### config.mk
export PLATFORM = sky130hd
export DESIGN_NAME = prio_intc
export DESIGN_NICKNAME = d
export VERILOG_FILES = /design/src/rtl/prio_intc.sv
export SDC_FILE = /design/constraint.sdc
export NUM_CORES = 1
export LEC_CHECK = 0
export CAP_MARGIN = 20
export CORE_MARGIN = 2
export CORE_UTILIZATION = 60
export CTS_CLUSTER_DIAMETER = 200
export DETAILED_ROUTE_END_ITERATION = 12
export DONT_BUFFER_PORTS = 1
export PLACE_DENSITY = 0.83
export SLEW_MARGIN = 0
export SYNTH_ARGS = -nofsm -noshare
export SYNTH_HDL_FRONTEND = slang
export SYNTH_SLANG_ARGS = --single-unit
### constraint.sdc
create_clock -name clk -period 26.3 [get_ports clk]
set_clock_uncertainty 0.1 [all_clocks]
set_input_delay 2.63 -clock clk [delete_from_list [all_inputs] [get_ports clk]]
set_output_delay 2.63 -clock clk [all_outputs]
set_load 0.01 [all_outputs]
### src/rtl/prio_intc.sv
module prio_intc #(
  parameter int N_SRC = 16,
  parameter int CODE_W = 12,
  parameter logic [4*N_SRC-1:0] FIELD_MAP = 64'hFBA9_8654_3333_2210,
  parameter logic [CODE_W-1:0] VEC_BASE = 12'h400,
  parameter logic [CODE_W-1:0] EXT_BASE = 12'h200,
  parameter logic [CODE_W-1:0] VEC_STEP = 12'h020
) (
  input  logic              clk,
  input  logic              rst_n,
  input  logic              wr_en,
  input  logic [2:0]        wr_addr,
  input  logic [31:0]       wr_data,
  input  logic [2:0]        rd_addr,
  output logic [31:0]       rd_data,
  input  logic [N_SRC-1:0]  src_pend,
  input  logic [3:0]        ext_level,
  input  logic [3:0]        cpu_level,
  output logic              irq_req,
  output logic [CODE_W-1:0] irq_code,
  output logic [3:0]        irq_prio
);
  localparam int N_FLD = 16;
  localparam int N_CAND = N_SRC + 1;
  localparam int IDX_W = $clog2(N_CAND);
  localparam int EXT_BIT = N_SRC;
  localparam logic [3:0] EXT_IDLE = 4'hF;

  logic [15:0] prio_lo, prio_mid;
  logic [31:0] prio_wide, mask_q;
  logic [4*N_FLD-1:0] fields;
  logic [3:0] cand_prio [N_CAND];
  logic [N_CAND-1:0] cand;

  assign fields = {prio_wide, prio_mid, prio_lo};

  always_ff @(posedge clk or negedge rst_n) begin
    if (!rst_n) begin
      prio_lo   <= '0;
      prio_mid  <= '0;
      prio_wide <= '0;
      mask_q    <= '0;
    end else if (wr_en) begin
      case (wr_addr)
        3'd0: prio_lo   <= wr_data[15:0];
        3'd1: prio_mid  <= wr_data[15:0];
        3'd2: prio_wide <= wr_data;
        3'd3: mask_q    <= mask_q | wr_data;
        3'd4: mask_q    <= mask_q & ~wr_data;
        default: ;
      endcase
    end
  end

  always_comb begin
    case (rd_addr)
      3'd0:    rd_data = {16'h0, prio_lo};
      3'd1:    rd_data = {16'h0, prio_mid};
      3'd2:    rd_data = prio_wide;
      3'd3,
      3'd4:    rd_data = mask_q;
      default: rd_data = '0;
    endcase
  end

  for (genvar i = 0; i < N_SRC; i++) begin : g_src
    localparam int FLD = int'(FIELD_MAP[4*i +: 4]);
    assign cand_prio[i] = fields[4*FLD +: 4];
    assign cand[i] = src_pend[i] & ~mask_q[i] & (cand_prio[i] > cpu_level);
  end

  assign cand_prio[EXT_BIT] = EXT_IDLE - ext_level;
  assign cand[EXT_BIT] = (ext_level != EXT_IDLE) & ~mask_q[EXT_BIT] &
                         (cand_prio[EXT_BIT] > cpu_level);

  logic             win_found;
  logic [IDX_W-1:0] win_idx;
  logic [3:0]       win_prio;
  logic [CODE_W-1:0] win_code;

  always_comb begin
    win_found = 1'b0;
    win_idx   = '0;
    win_prio  = '0;
    for (int i = 0; i < N_CAND; i++) begin
      if (cand[i] && (!win_found || cand_prio[i] > win_prio)) begin
        win_found = 1'b1;
        win_idx   = IDX_W'(i);
        win_prio  = cand_prio[i];
      end
    end
    if (!win_found)
      win_code = '0;
    else if (win_idx == IDX_W'(EXT_BIT))
      win_code = EXT_BASE + VEC_STEP * CODE_W'(ext_level);
    else
      win_code = VEC_BASE + VEC_STEP * CODE_W'(win_idx);
  end

  always_ff @(posedge clk or negedge rst_n) begin
    if (!rst_n) begin
      irq_req  <= 1'b0;
      irq_code <= '0;
      irq_prio <= '0;
    end else begin
      irq_req  <= win_found;
      irq_code <= win_code;
      irq_prio <= win_prio;
    end
  end

  AST_REQ_ABOVE_LEVEL: assert property (@(posedge clk) disable iff (!rst_n)
    irq_req |-> irq_prio > $past(cpu_level));
  AST_IDLE_ZERO: assert property (@(posedge clk) disable iff (!rst_n)
    !irq_req |-> (irq_code == '0 && irq_prio == '0));
  AST_CODE_STEP: assert property (@(posedge clk) disable iff (!rst_n)
    irq_req |-> irq_code[4:0] == 5'd0);
  AST_MASK_SET: assert property (@(posedge clk) disable iff (!rst_n)
    (wr_en && wr_addr == 3'd3) |=> ((mask_q & $past(wr_data)) == $past(wr_data)));
  AST_MASK_CLR: assert property (@(posedge clk) disable iff (!rst_n)
    (wr_en && wr_addr == 3'd4) |=> ((mask_q & $past(wr_data)) == '0));
  AST_EXT_IDLE_QUIET: assert property (@(posedge clk) disable iff (!rst_n)
    (src_pend == '0 && ext_level == EXT_IDLE) |=> !irq_req);
endmodule

==> results by group, run 1 <==
Setup path
  • Worst Path Arrival: 26820 ps
  • CP startpoint kind: primary input
  • Worst reg2reg setup slack: 1540 ps
  • Buf+Inv Stages, Crit Path: 12
  • R2r worst-path depth: 141
  • Stages on the worst setup path: 142
  • Cell mode on critical path: a21oi_2
  • Critical path peak fanout: 8
  • Worst path slowest cell: or3_4
  • CP max stage delay: 400 ps
  • Crit end category: flip-flop
  • Largest delay share family, worst path: compound AO/OA/AOI/OAI gates
  • Worst Setup Path Type: primary input to flip-flop
  • CP required: 26470 ps

Synthesis
  • Synth Area per Inst: 9.002 sq um
  • FF+latch count, synth: 107
  • Library cells used by synthesis: 74
  • Synth warnings: 0
  • Post-synth top area share: 29.05%
  • EDFF count, synth: 0
  • Cell taking the most area after synthesis: dfrtp_1
  • Top cells by area, synth: dfrtp_1 (29%), ha_1 (15%), o21ai_0 (5.7%)
  • Register area share after synthesis: 29.05%
  • Post-synth ARST share: 100.0%
  • Synth Flop Type: dfrtp_1
  • Mapped Cells: 1024
  • Netlist Area Pre-Place: 9218 sq um

Power and ir drop
  • Sequential Power Share: 22.4%
  • Sw frac: 45.36%
  • Maximum VDD drop: 0.00008631 V
  • Power per cell area: 106.4 nW/um^2
  • P_leak: 4.844 nW
  • Switching Power: 0.5438 mW
  • Power share of the combinational group: 66.7%
  • Clock share of power: 10.9%
  • Internal power of the cells: 0.6550 mW

STA
  • RSZ-0062 raised after global routing: yes
  • Post-layout minimum cycle time: 26650 ps
  • Rel. slew slack: 34.91%
  • Crit share post-route: 101.3%
  • TNS Setup: -2311 ps
  • Slew Viols, Final: 0
  • Max Fclk: 37.52 MHz
  • Worst Max-Slew Pin Slew: 963.2 ps
  • Final hold slack: 408.5 ps
  • Min setup slack post-route: -352.3 ps
  • Setup Viol. Count Final: 10
  • Final Hold Fails: 0

Floorplanning
  • Core area: 15090 sq um
  • Chip height: 127.9 um
  • Starting Density: 61.09%
  • Die Width: 127.9 um
  • Rows: 45
  • I/O pin count: 114
  • DIE AREA: 16370 sq um

Routing
  • ANT nets after route: 0
  • Final WL: 32940 um
  • Via Count: 9418
  • Vias per cell: 7.284
  • WL/cell: 25.48 um
  • DRC violations left: 0
  • First DRT Iteration DRCs: 1075
  • TritonRoute pass-1 iters: 6

Place
  • Pre-CTS setup slack: -1286 ps
  • DP HPWL: 19790 um
  • Post-placement cell area: 9584 sq um
  • Routability cong.: 0.9641
  • Cells after DPL: 1210
  • Port Buf Inserts: 0

Outcome
  • Failing checks: setup timing
  • Status: finished, violations left

CTS
  • Worst skew pair latency: 360 ps
  • Reg clk slew, reported paths: 80 ps
  • CTS tree: built
  • H-tree Lvls: 3
  • Hold_buf cts: 0
  • Clk sinks: 107
  • Num CTS Buffers: 9
  • Clock Tree Buf Depth: 2
  • Root Buffer: clkbuf_16

Min path
  • Hold Path Class: flip-flop to flip-flop
  • Hold Crit Depth: 1

Global route
  • All-Layer GR Usage: 33.53%
  • First-pass GRT wire length: 42990 um
  • Initial antenna violation count: 1
  • GRT overflow: 0
  • Vias in the first global route: 8125
  • Largest net degree at the start of global routing: 108

Final layout
  • NumNets Final: 1274
  • # fillers: 937
  • Area Overhead vs Synth: 22.25%
  • Layout Cell Area excl Fill: 11270 sq um
  • Cell Count, Final, Fillers Out: 1293
  • Share of layout cells above drive strength 1: 29.35%

Job
  • Max cap viols: 0
path summary, 6_finish.rpt:
path | from | to
setup / recovery | cpu_level[1] | irq_code[5]$_DFF_PN0_
hold / removal | prio_wide[24]$_DFFE_PN0P_ | prio_wide[24]$_DFFE_PN0P_
setup reg to reg | prio_lo[1]$_DFFE_PN0P_ | irq_code[5]$_DFF_PN0_
hold reg to reg | prio_wide[24]$_DFFE_PN0P_ | prio_wide[24]$_DFFE_PN0P_
max in group asynchronous | rst_n | prio_mid[8]$_DFFE_PN0P_
min in group asynchronous | rst_n | prio_wide[8]$_DFFE_PN0P_
power groups by stage:
stage                     sequential, mW  combinational [mW]  clock [mW]
after floorplan                    0.240               0.413           0
after global placement             0.260               0.510           0
after detailed placement           0.261               0.527           0
after CTS                          0.259               0.548       0.131
after global routing               0.271               0.854       0.137
final                              0.268               0.799       0.131
final cells by class:
cell class	count	area, sq um	area share, %
diodes	1	2.502	0.02221
clock buffers	10	229.0	2.032
clock inverters	5	47.55	0.4219
inverters	76	299.0	2.654
multi-input cells	802	6954	61.71
flip-flops and latches	107	2678	23.76
well taps	188	235.2	2.088
repair buffers	104	823.3	7.306
cell families after synthesis:
| kind of cell | after synthesis | share of synthesized area (%) |
|---|---|---|
| adder cells (fa/ha/maj) | 109 | 14.80 |
| multiplexers | 91 | 12.87 |
| buffers and inverters | 120 | 5.239 |
| AND/OR/NAND/NOR | 240 | 13.61 |
| flip-flops | 107 | 29.05 |
| other | 1 | 0.04068 |
| AO/OA/AOI/OAI | 356 | 24.39 |
repair_timing:
action	in CTS	in global routing
pin swaps	5	95
setup buffers	7	59
gates cloned	0	1
resized for setup	19	161
endpoints found under the setup margin	10	10
placed cells by master, fill, tap and decap left out, types with 6 or more instances in the layout:
cell type and count:
a21oi_2 23, a31oi_1 39, buf_4 95, nand2b_1 16, o211a_1 6, a21o_1 17
inv_2 6, ha_4 22, nand3b_1 7, mux4_2 16, nor2_1 23, mux2_4 6
o21a_1 9, dfrtp_1 107, nand3_1 15, nor2b_1 23, a21oi_4 8, conb_1 6
a21oi_1 63, buf_6 7, o21ai_0 82, mux2_2 42, o21ai_1 13, nand2_1 83
ha_1 85, inv_1 66, o21ai_2 14, nand4_1 18, clkbuf_16 9, mux2i_1 24
o211ai_1 14
synth_stat cells (all sizes together) (15+ instances only):
cell type  instances
mux2i             27
nor2              25
mux2              48
mux4              16
nand2b            19
inv               76
a21o              17
nand4             18
a31oi             41
o21ai            110
clkbuf            29
nor2b             27
buf               15
nand2             88
dfrtp            107
a21oi             94
nand3             17
ha               109
layer usage:
metal / up-vias / wire [um] / share of wire, % / global-route usage [%]
met5: - / 0 / 0 / 0
met4: 0 / 2362 / 7.2 / 14.35
met3: 207 / 4077 / 12 / 9.015
met2: 729 / 15170 / 46 / 54.45
met1: 4495 / 11330 / 34 / 42.41
li1: 3987 / - / - / -
metrics by stage:
stage	utilization [%]	total power [mW]
2_1_floorplan	-	0.6526
3_3_place_gp	63.52	0.7697
3_5_place_dp	63.52	0.7887
4_1_cts	66.27	0.9376
5_1_grt	74.66	1.262
6_report	74.68	1.199
Power figures use the tool's default switching activity.
==> run 2, diff against run 1 <==
==> constraint.sdc (replaced) <==
create_clock -name clk -period 26.3 [get_ports clk]
set_clock_uncertainty 0.1 [all_clocks]
set_input_delay 1.315 -clock clk [delete_from_list [all_inputs] [get_ports clk]]
set_output_delay 1.315 -clock clk [all_outputs]
set_load 0.01 [all_outputs]
==> run 2 against run 1 <==
Net effect:
- the run now ends clean
- via count fell by 8.1%
- combinational power down 21%
- clock power grew 8%
- worst setup slack gained 1300 ps
- global-route usage increased by 0.29 points
- sequential power decreased by 2%
- non-clock buffer count is 55 lower
- largest cell class unchanged
- largest power group unchanged
==> results by group, run 2 (synthesized netlist as in run 1, its figures left out) <==
Global route
  • Largest net degree at the start of global routing: 108 (unchanged)
  • GRT overflow: 0 (unchanged)
  • Vias in the first global route: 8177 (was 8125)
  • First-pass GRT wire length: 43100 um (was 42990 um)
  • All-Layer GR Usage: 33.82% (was 33.53%)
  • Initial antenna violation count: 3 (was 1)

Place
  • Port Buf Inserts: 0 (unchanged)
  • Routability cong.: 0.9745 (was 0.9641)
  • DP HPWL: 19760 um (was 19790 um)

Final layout
  • Most common cell after layout, fill and taps aside: dfrtp_1 (unchanged)
  • NumNets Final: 1220 (was 1274)
  • Share of layout cells above drive strength 1: 19.51% (was 29.35%)
  • Util after Layout: 68.76% (was 74.68%)
  • Area Overhead vs Synth: 12.56% (was 22.25%)
  • Most frequent cells in the layout: dfrtp_1 (107), ha_1 (105), o21ai_0 (92) (was dfrtp_1 (107), buf_4 (95), ha_1 (85))

STA
  • Final Hold Fails: 0 (unchanged)
  • Max Fclk: 39.40 MHz (was 37.52 MHz)
  • Post-layout minimum cycle time: 25380 ps (was 26650 ps)
  • Setup Viol. Count Final: 0 (was 10)
  • Final hold slack: 411.1 ps (was 408.5 ps)
  • Crit share post-route: 96.50% (was 101.3%)
  • TNS Setup: 0 ps (was -2311 ps)
  • Worst Max-Slew Pin Slew: 1188 ps (was 963.2 ps)
  • Slew Viols, Final: 0 (unchanged)
  • Rel. slew slack: 19.73% (was 34.91%)

CTS
  • Clk sinks: 107 (unchanged)
  • Num CTS Buffers: 9 (unchanged)
  • Hold_buf cts: 0 (unchanged)
  • H-tree Lvls: 3 (unchanged)
  • Reg clk slew, reported paths: 80 ps (about the same)
  • CTS tree: built (unchanged)
  • Root Buffer: clkbuf_16 (unchanged)
  • Clock Tree Buf Depth: 2 (unchanged)
  • Worst skew pair latency: 360 ps (about the same)

Floorplanning
  • I/O pin count: 114 (unchanged)
  • Chip height: 127.9 um (unchanged)
  • Rows: 45 (unchanged)
  • DIE AREA: 16370 sq um (unchanged)
  • Core area: 15090 sq um (unchanged)
  • Starting Density: 61.09% (unchanged)
  • Die Width: 127.9 um (unchanged)

Routing
  • Final WL: 28980 um (was 32940 um)
  • First DRT Iteration DRCs: 924 (was 1075)
  • Via Count: 8657 (was 9418)
  • TritonRoute pass-1 iters: 7 (was 6)
  • DRC violations left: 0 (unchanged)
  • WL/cell: 23.32 um (was 25.48 um)
  • ANT nets after route: 0 (unchanged)
  • Vias per cell: 6.965 (was 7.284)

Setup path
  • Worst Setup Path Type: primary input to flip-flop (unchanged)
  • Worst Path Arrival: 25520 ps (was 26820 ps)
  • Buf+Inv Stages, Crit Path: 11 (was 12)
  • Worst path slowest cell: o211ai_1 (was or3_4)
  • Critical path peak fanout: 11 (was 8)
  • Largest delay share family, worst path: compound AO/OA/AOI/OAI gates (unchanged)
  • Crit end category: flip-flop (unchanged)
  • Cell mode on critical path: ha_1 (was a21oi_2)
  • CP max stage delay: 430 ps (was 400 ps)
  • CP required: 26440 ps (was 26470 ps)
  • CP startpoint kind: primary input (unchanged)

Job
  • Max cap viols: 0 (unchanged)

Min path
  • Hold Path Class: flip-flop to flip-flop (unchanged)

Power and ir drop
  • P_leak: 4.534 nW (was 4.844 nW)
  • Power per cell area: 100.2 nW/um^2 (was 106.4 nW/um^2)
  • Maximum VDD drop: 0.00007836 V (was 0.00008631 V)
  • Power Total: 1.039 mW (was 1.199 mW)

Outcome
  • Status: complete, no violations (was finished, violations left)
[run 2: final cells by class]
type	count	area, sq um
Tap cell	188	235.2
Fill cell	1092	4715
Sequential cell	107	2678
Inverter	76	287.8
Multi-Input combinational cell	803	6466
Antenna cell	4	10.01
Timing Repair Buffer	49	371.6
Clock buffer	9	225.2
Clock inverter	7	101.3
[run 2: final timing paths]
check / from / end / slack (ps) / cells after the start
min in group asynchronous: rst_n / prio_mid[10]$_DFFE_PN0P_ / 550 / 0
worst max register to register: prio_lo[1]$_DFFE_PN0P_ / irq_code[8]$_DFF_PN0_ / 1470 / 137
worst max-delay path: cpu_level[1] / irq_code[8]$_DFF_PN0_ / 920 / 138
max in group asynchronous: rst_n / prio_wide[30]$_DFFE_PN0P_ / 25360 / 0
worst min-delay path: prio_mid[13]$_DFFE_PN0P_ / prio_mid[13]$_DFFE_PN0P_ / 410 / 1
worst min register to register: prio_mid[13]$_DFFE_PN0P_ / prio_mid[13]$_DFFE_PN0P_ / 410 / 1
[run 2: worst reg2reg max path, delay by kind of cell (launching register included)]
| kind | cells | cell delay (ps) |
|---|---|---|
| AOI/OAI and AO/OA | 73 | 11700 |
| adders and majority gates | 17 | 4770 |
| and+or+nand+nor | 30 | 4180 |
| muxes | 7 | 1970 |
| buffers and inverters | 10 | 1590 |
| DFF | 1 | 430 |
[run 2: where the power goes]
group          switching, mW  total, mW  internal, mW
combinational          0.343      0.634         0.292
sequential            0.0573      0.263         0.205
clock                 0.0722      0.142        0.0699
[run 2: per-stage QoR]
step / setup WS [ps] / std cells / instance area (sq um)
after floorplan: 1062 / 1029 / 9236
after global placement: -159.7 / 1196 / 9472
after detailed placement: -630.8 / 1196 / 9472
after CTS: 56.94 / 1212 / 9827
after global routing: -312.1 / 1242 / 10370
final: 920.8 / 1243 / 10380
[run 2: timing repair]
action,CTS,global route
resized for setup,6,75
buffers inserted,0,25
gates cloned,0,2
endpoints found under the hold margin,0,0
pin swaps,0,21
endpoints found under the setup margin,4,10
[run 2: routing by layer]
metal  track usage [%]  wire [um]
met1             43.64      10940
met2             54.26      13670
met3             7.972       3192
met4             15.51       1180
met5                 0          0
==> run 3, diff against run 2 <==
--- a/config.mk
+++ b/config.mk
@@ -11,6 +11,7 @@
 export CTS_CLUSTER_DIAMETER = 200
 export DETAILED_ROUTE_END_ITERATION = 12
 export DONT_BUFFER_PORTS = 1
+export GPL_TIMING_DRIVEN = 0
 export PLACE_DENSITY = 0.83
 export SLEW_MARGIN = 0
 export SYNTH_ARGS = -nofsm -noshare
==> run 3 against run 2 <==
Net effect:
- clock power decreased by 3%
- critical path depth up 2
- die area did not move
- sequential power increased by 2%
==> results by group, run 3 (synthesized netlist as in run 1, its figures left out) <==
Outcome
  • Status: complete, no violations (unchanged)

STA
  • TNS Setup: 0 ps (unchanged)
  • Max Fclk: 39.06 MHz (was 39.40 MHz)
  • Final Hold Fails: 0 (unchanged)
  • Final hold slack: 410.4 ps (was 411.1 ps)
  • Min setup slack post-route: 697.1 ps (was 920.8 ps)
  • Post-layout minimum cycle time: 25600 ps (was 25380 ps)
  • Setup Viol. Count Final: 0 (unchanged)
  • Rel. slew slack: 30.58% (was 19.73%)
  • Crit share post-route: 97.35% (was 96.50%)
  • Slew Viols, Final: 0 (unchanged)
  • Worst Max-Slew Pin Slew: 1033 ps (was 1188 ps)

Floorplanning
  • Chip height: 127.9 um (unchanged)
  • Die Width: 127.9 um (unchanged)
  • DIE AREA: 16370 sq um (unchanged)
  • Core area: 15090 sq um (unchanged)
  • Rows: 45 (unchanged)
  • Starting Density: 61.09% (unchanged)
  • I/O pin count: 114 (unchanged)

Power and ir drop
  • Internal power of the cells: 0.5840 mW (was 0.5669 mW)
  • Power per cell area: 100.7 nW/um^2 (was 100.2 nW/um^2)
  • Maximum VDD drop: 0.00008742 V (was 0.00007836 V)
  • Switching Power: 0.4926 mW (was 0.4723 mW)
  • Power share of the combinational group: 62.4% (was 61.0%)
  • Sequential Power Share: 24.8% (was 25.3%)
  • P_leak: 4.606 nW (was 4.534 nW)
  • Clock share of power: 12.8% (was 13.7%)
  • Power Total: 1.077 mW (was 1.039 mW)
  • Sw frac: 45.75% (was 45.45%)

Place
  • Cells after DPL: 1217 (was 1196)
  • DP HPWL: 21310 um (was 19760 um)
  • Post-placement cell area: 9472 sq um (unchanged)
  • Pre-CTS setup slack: -3765 ps (was -630.8 ps)
  • Port Buf Inserts: 0 (unchanged)
  • Routability cong.: 0.9911 (was 0.9745)

Min path
  • HP Start: prio_wide[23]$_DFFE_PN0P_ (was prio_mid[13]$_DFFE_PN0P_)
  • Hold Crit Depth: 1 (unchanged)
  • Hold Path Class: flip-flop to flip-flop (unchanged)
  • Hold worst-path end: prio_wide[23]$_DFFE_PN0P_ (was prio_mid[13]$_DFFE_PN0P_)

Routing
  • WL/cell: 24.04 um (was 23.32 um)
  • Final WL: 31030 um (was 28980 um)
  • First DRT Iteration DRCs: 1111 (was 924)
  • TritonRoute pass-1 iters: 6 (was 7)
  • Via Count: 9178 (was 8657)
  • Vias per cell: 7.109 (was 6.965)
  • DRC violations left: 0 (unchanged)
  • ANT nets after route: 0 (unchanged)

Setup path
  • Largest delay share family, worst path: compound AO/OA/AOI/OAI gates (unchanged)
  • Critical path peak fanout: 9 (was 11)
  • R2r endpoint: irq_prio[3]$_DFF_PN0_ (was irq_code[8]$_DFF_PN0_)
  • Crit end category: flip-flop (unchanged)
  • Buf+Inv Stages, Crit Path: 10 (was 11)
  • Worst Setup Path Type: primary input to flip-flop (unchanged)
  • CP max stage delay: 380 ps (was 430 ps)
  • R2r worst-path depth: 139 (was 137)
  • RR Startpoint: prio_lo[1]$_DFFE_PN0P_ (unchanged)
  • Worst Path Arrival: 25730 ps (was 25520 ps)
  • Worst path slowest cell: mux2_4 (was o211ai_1)
  • CP startpoint kind: primary input (unchanged)
  • CP required: 26420 ps (was 26440 ps)
  • Worst reg2reg setup slack: 1350 ps (was 1470 ps)

Job
  • Max cap viols: 0 (unchanged)

Final layout
  • Most common cell after layout, fill and taps aside: dfrtp_1 (unchanged)
  • Util after Layout: 70.85% (was 68.76%)
  • Area Overhead vs Synth: 15.98% (was 12.56%)
  • Most frequent cells in the layout: dfrtp_1 (107), ha_1 (100), o21ai_0 (89) (was dfrtp_1 (107), ha_1 (105), o21ai_0 (92))
  • NumNets Final: 1269 (was 1220)
  • Share of layout cells above drive strength 1: 21.09% (was 19.51%)
  • Cell Count, Final, Fillers Out: 1291 (was 1243)
  • Layout Cell Area excl Fill: 10690 sq um (was 10380 sq um)

Global route
  • Vias in the first global route: 8619 (was 8177)
  • GRT overflow: 0 (unchanged)
  • Largest net degree at the start of global routing: 108 (unchanged)
  • Initial antenna violation count: 2 (was 3)
  • All-Layer GR Usage: 35.95% (was 33.82%)
  • First-pass GRT wire length: 45690 um (was 43100 um)

CTS
  • Clock Tree Buf Depth: 2 (unchanged)
  • Worst skew pair latency: 360 ps (about the same)
  • Clk sinks: 107 (unchanged)
  • H-tree Lvls: 3 (unchanged)
  • Hold_buf cts: 0 (unchanged)
  • Reg clk slew, reported paths: 80 ps (about the same)
  • Root Buffer: clkbuf_16 (unchanged)
  • CTS tree: built (unchanged)
  • Num CTS Buffers: 9 (unchanged)
[run 3: changes by cell type in the layout (fill, tap and decap cells not counted), moves of 5 or more]
cell	change
buf_4	+17
ha_1	-5
clkbuf_1	+26
buf_1	+6
inv_1	-5
ha_4	+5
[run 3: worst reg2reg max path: cells and delay by family, from the launching register on]
| kind | cells | cell delay (ps) |
|---|---|---|
| simple gates | 26 | 3290 |
| compound gates | 79 | 12860 |
| flops | 1 | 450 |
| buf+inv | 9 | 1130 |
| mux | 8 | 2110 |
| fa+ha+maj | 17 | 4870 |
[run 3: worst max-delay path by stage]
stage | cells after the start | to | slack, ps | from
after global routing | 142 | irq_prio[3]$_DFF_PN0_ | -540 | cpu_level[1]
after floorplan | 140 | irq_code[7]$_DFF_PN0_ | 1060 | cpu_level[3]
after detailed placement | 139 | irq_code[8]$_DFF_PN0_ | -3760 | cpu_level[1]
final | 140 | irq_prio[3]$_DFF_PN0_ | 700 | cpu_level[1]
after CTS | 136 | irq_code[8]$_DFF_PN0_ | 20 | cpu_level[3]
after global placement | 139 | irq_code[7]$_DFF_PN0_ | -3040 | cpu_level[2]
[run 3: metal layers]
layer  GRT usage (%)  share of wire, %
met1           42.41                35
met2           58.13                46
met3           10.89                12
met5               0                 0
met4           21.33               6.6
[run 3: cell type report]
class                   count  area, sq um
clock buffers               9        225.2
inverters                  76        301.5
multi-input cells         802         6539
diodes                      3        7.507
flip-flops and latches    107         2678
well taps                 188        235.2
plain buffers              42        202.7
fillers                  1081         4399
repair buffers             57        427.9
clock inverters             7        73.82
[run 3: timing repair]
item / 4_1_cts / 5_1_grt
endpoints found under the setup margin: 10 / 10
pin swaps: 6 / 34
setup buffers: 11 / 46
gates resized for setup: 37 / 73
[run 3: power by group through the flow]
stage	registers (mW)	logic [mW]	clock network, mW
floorplan	0.240	0.411	0
global placement	0.261	0.493	0
detailed placement	0.263	0.513	0
CTS	0.260	0.542	0.136
global route	0.269	0.730	0.144
finish	0.267	0.672	0.138
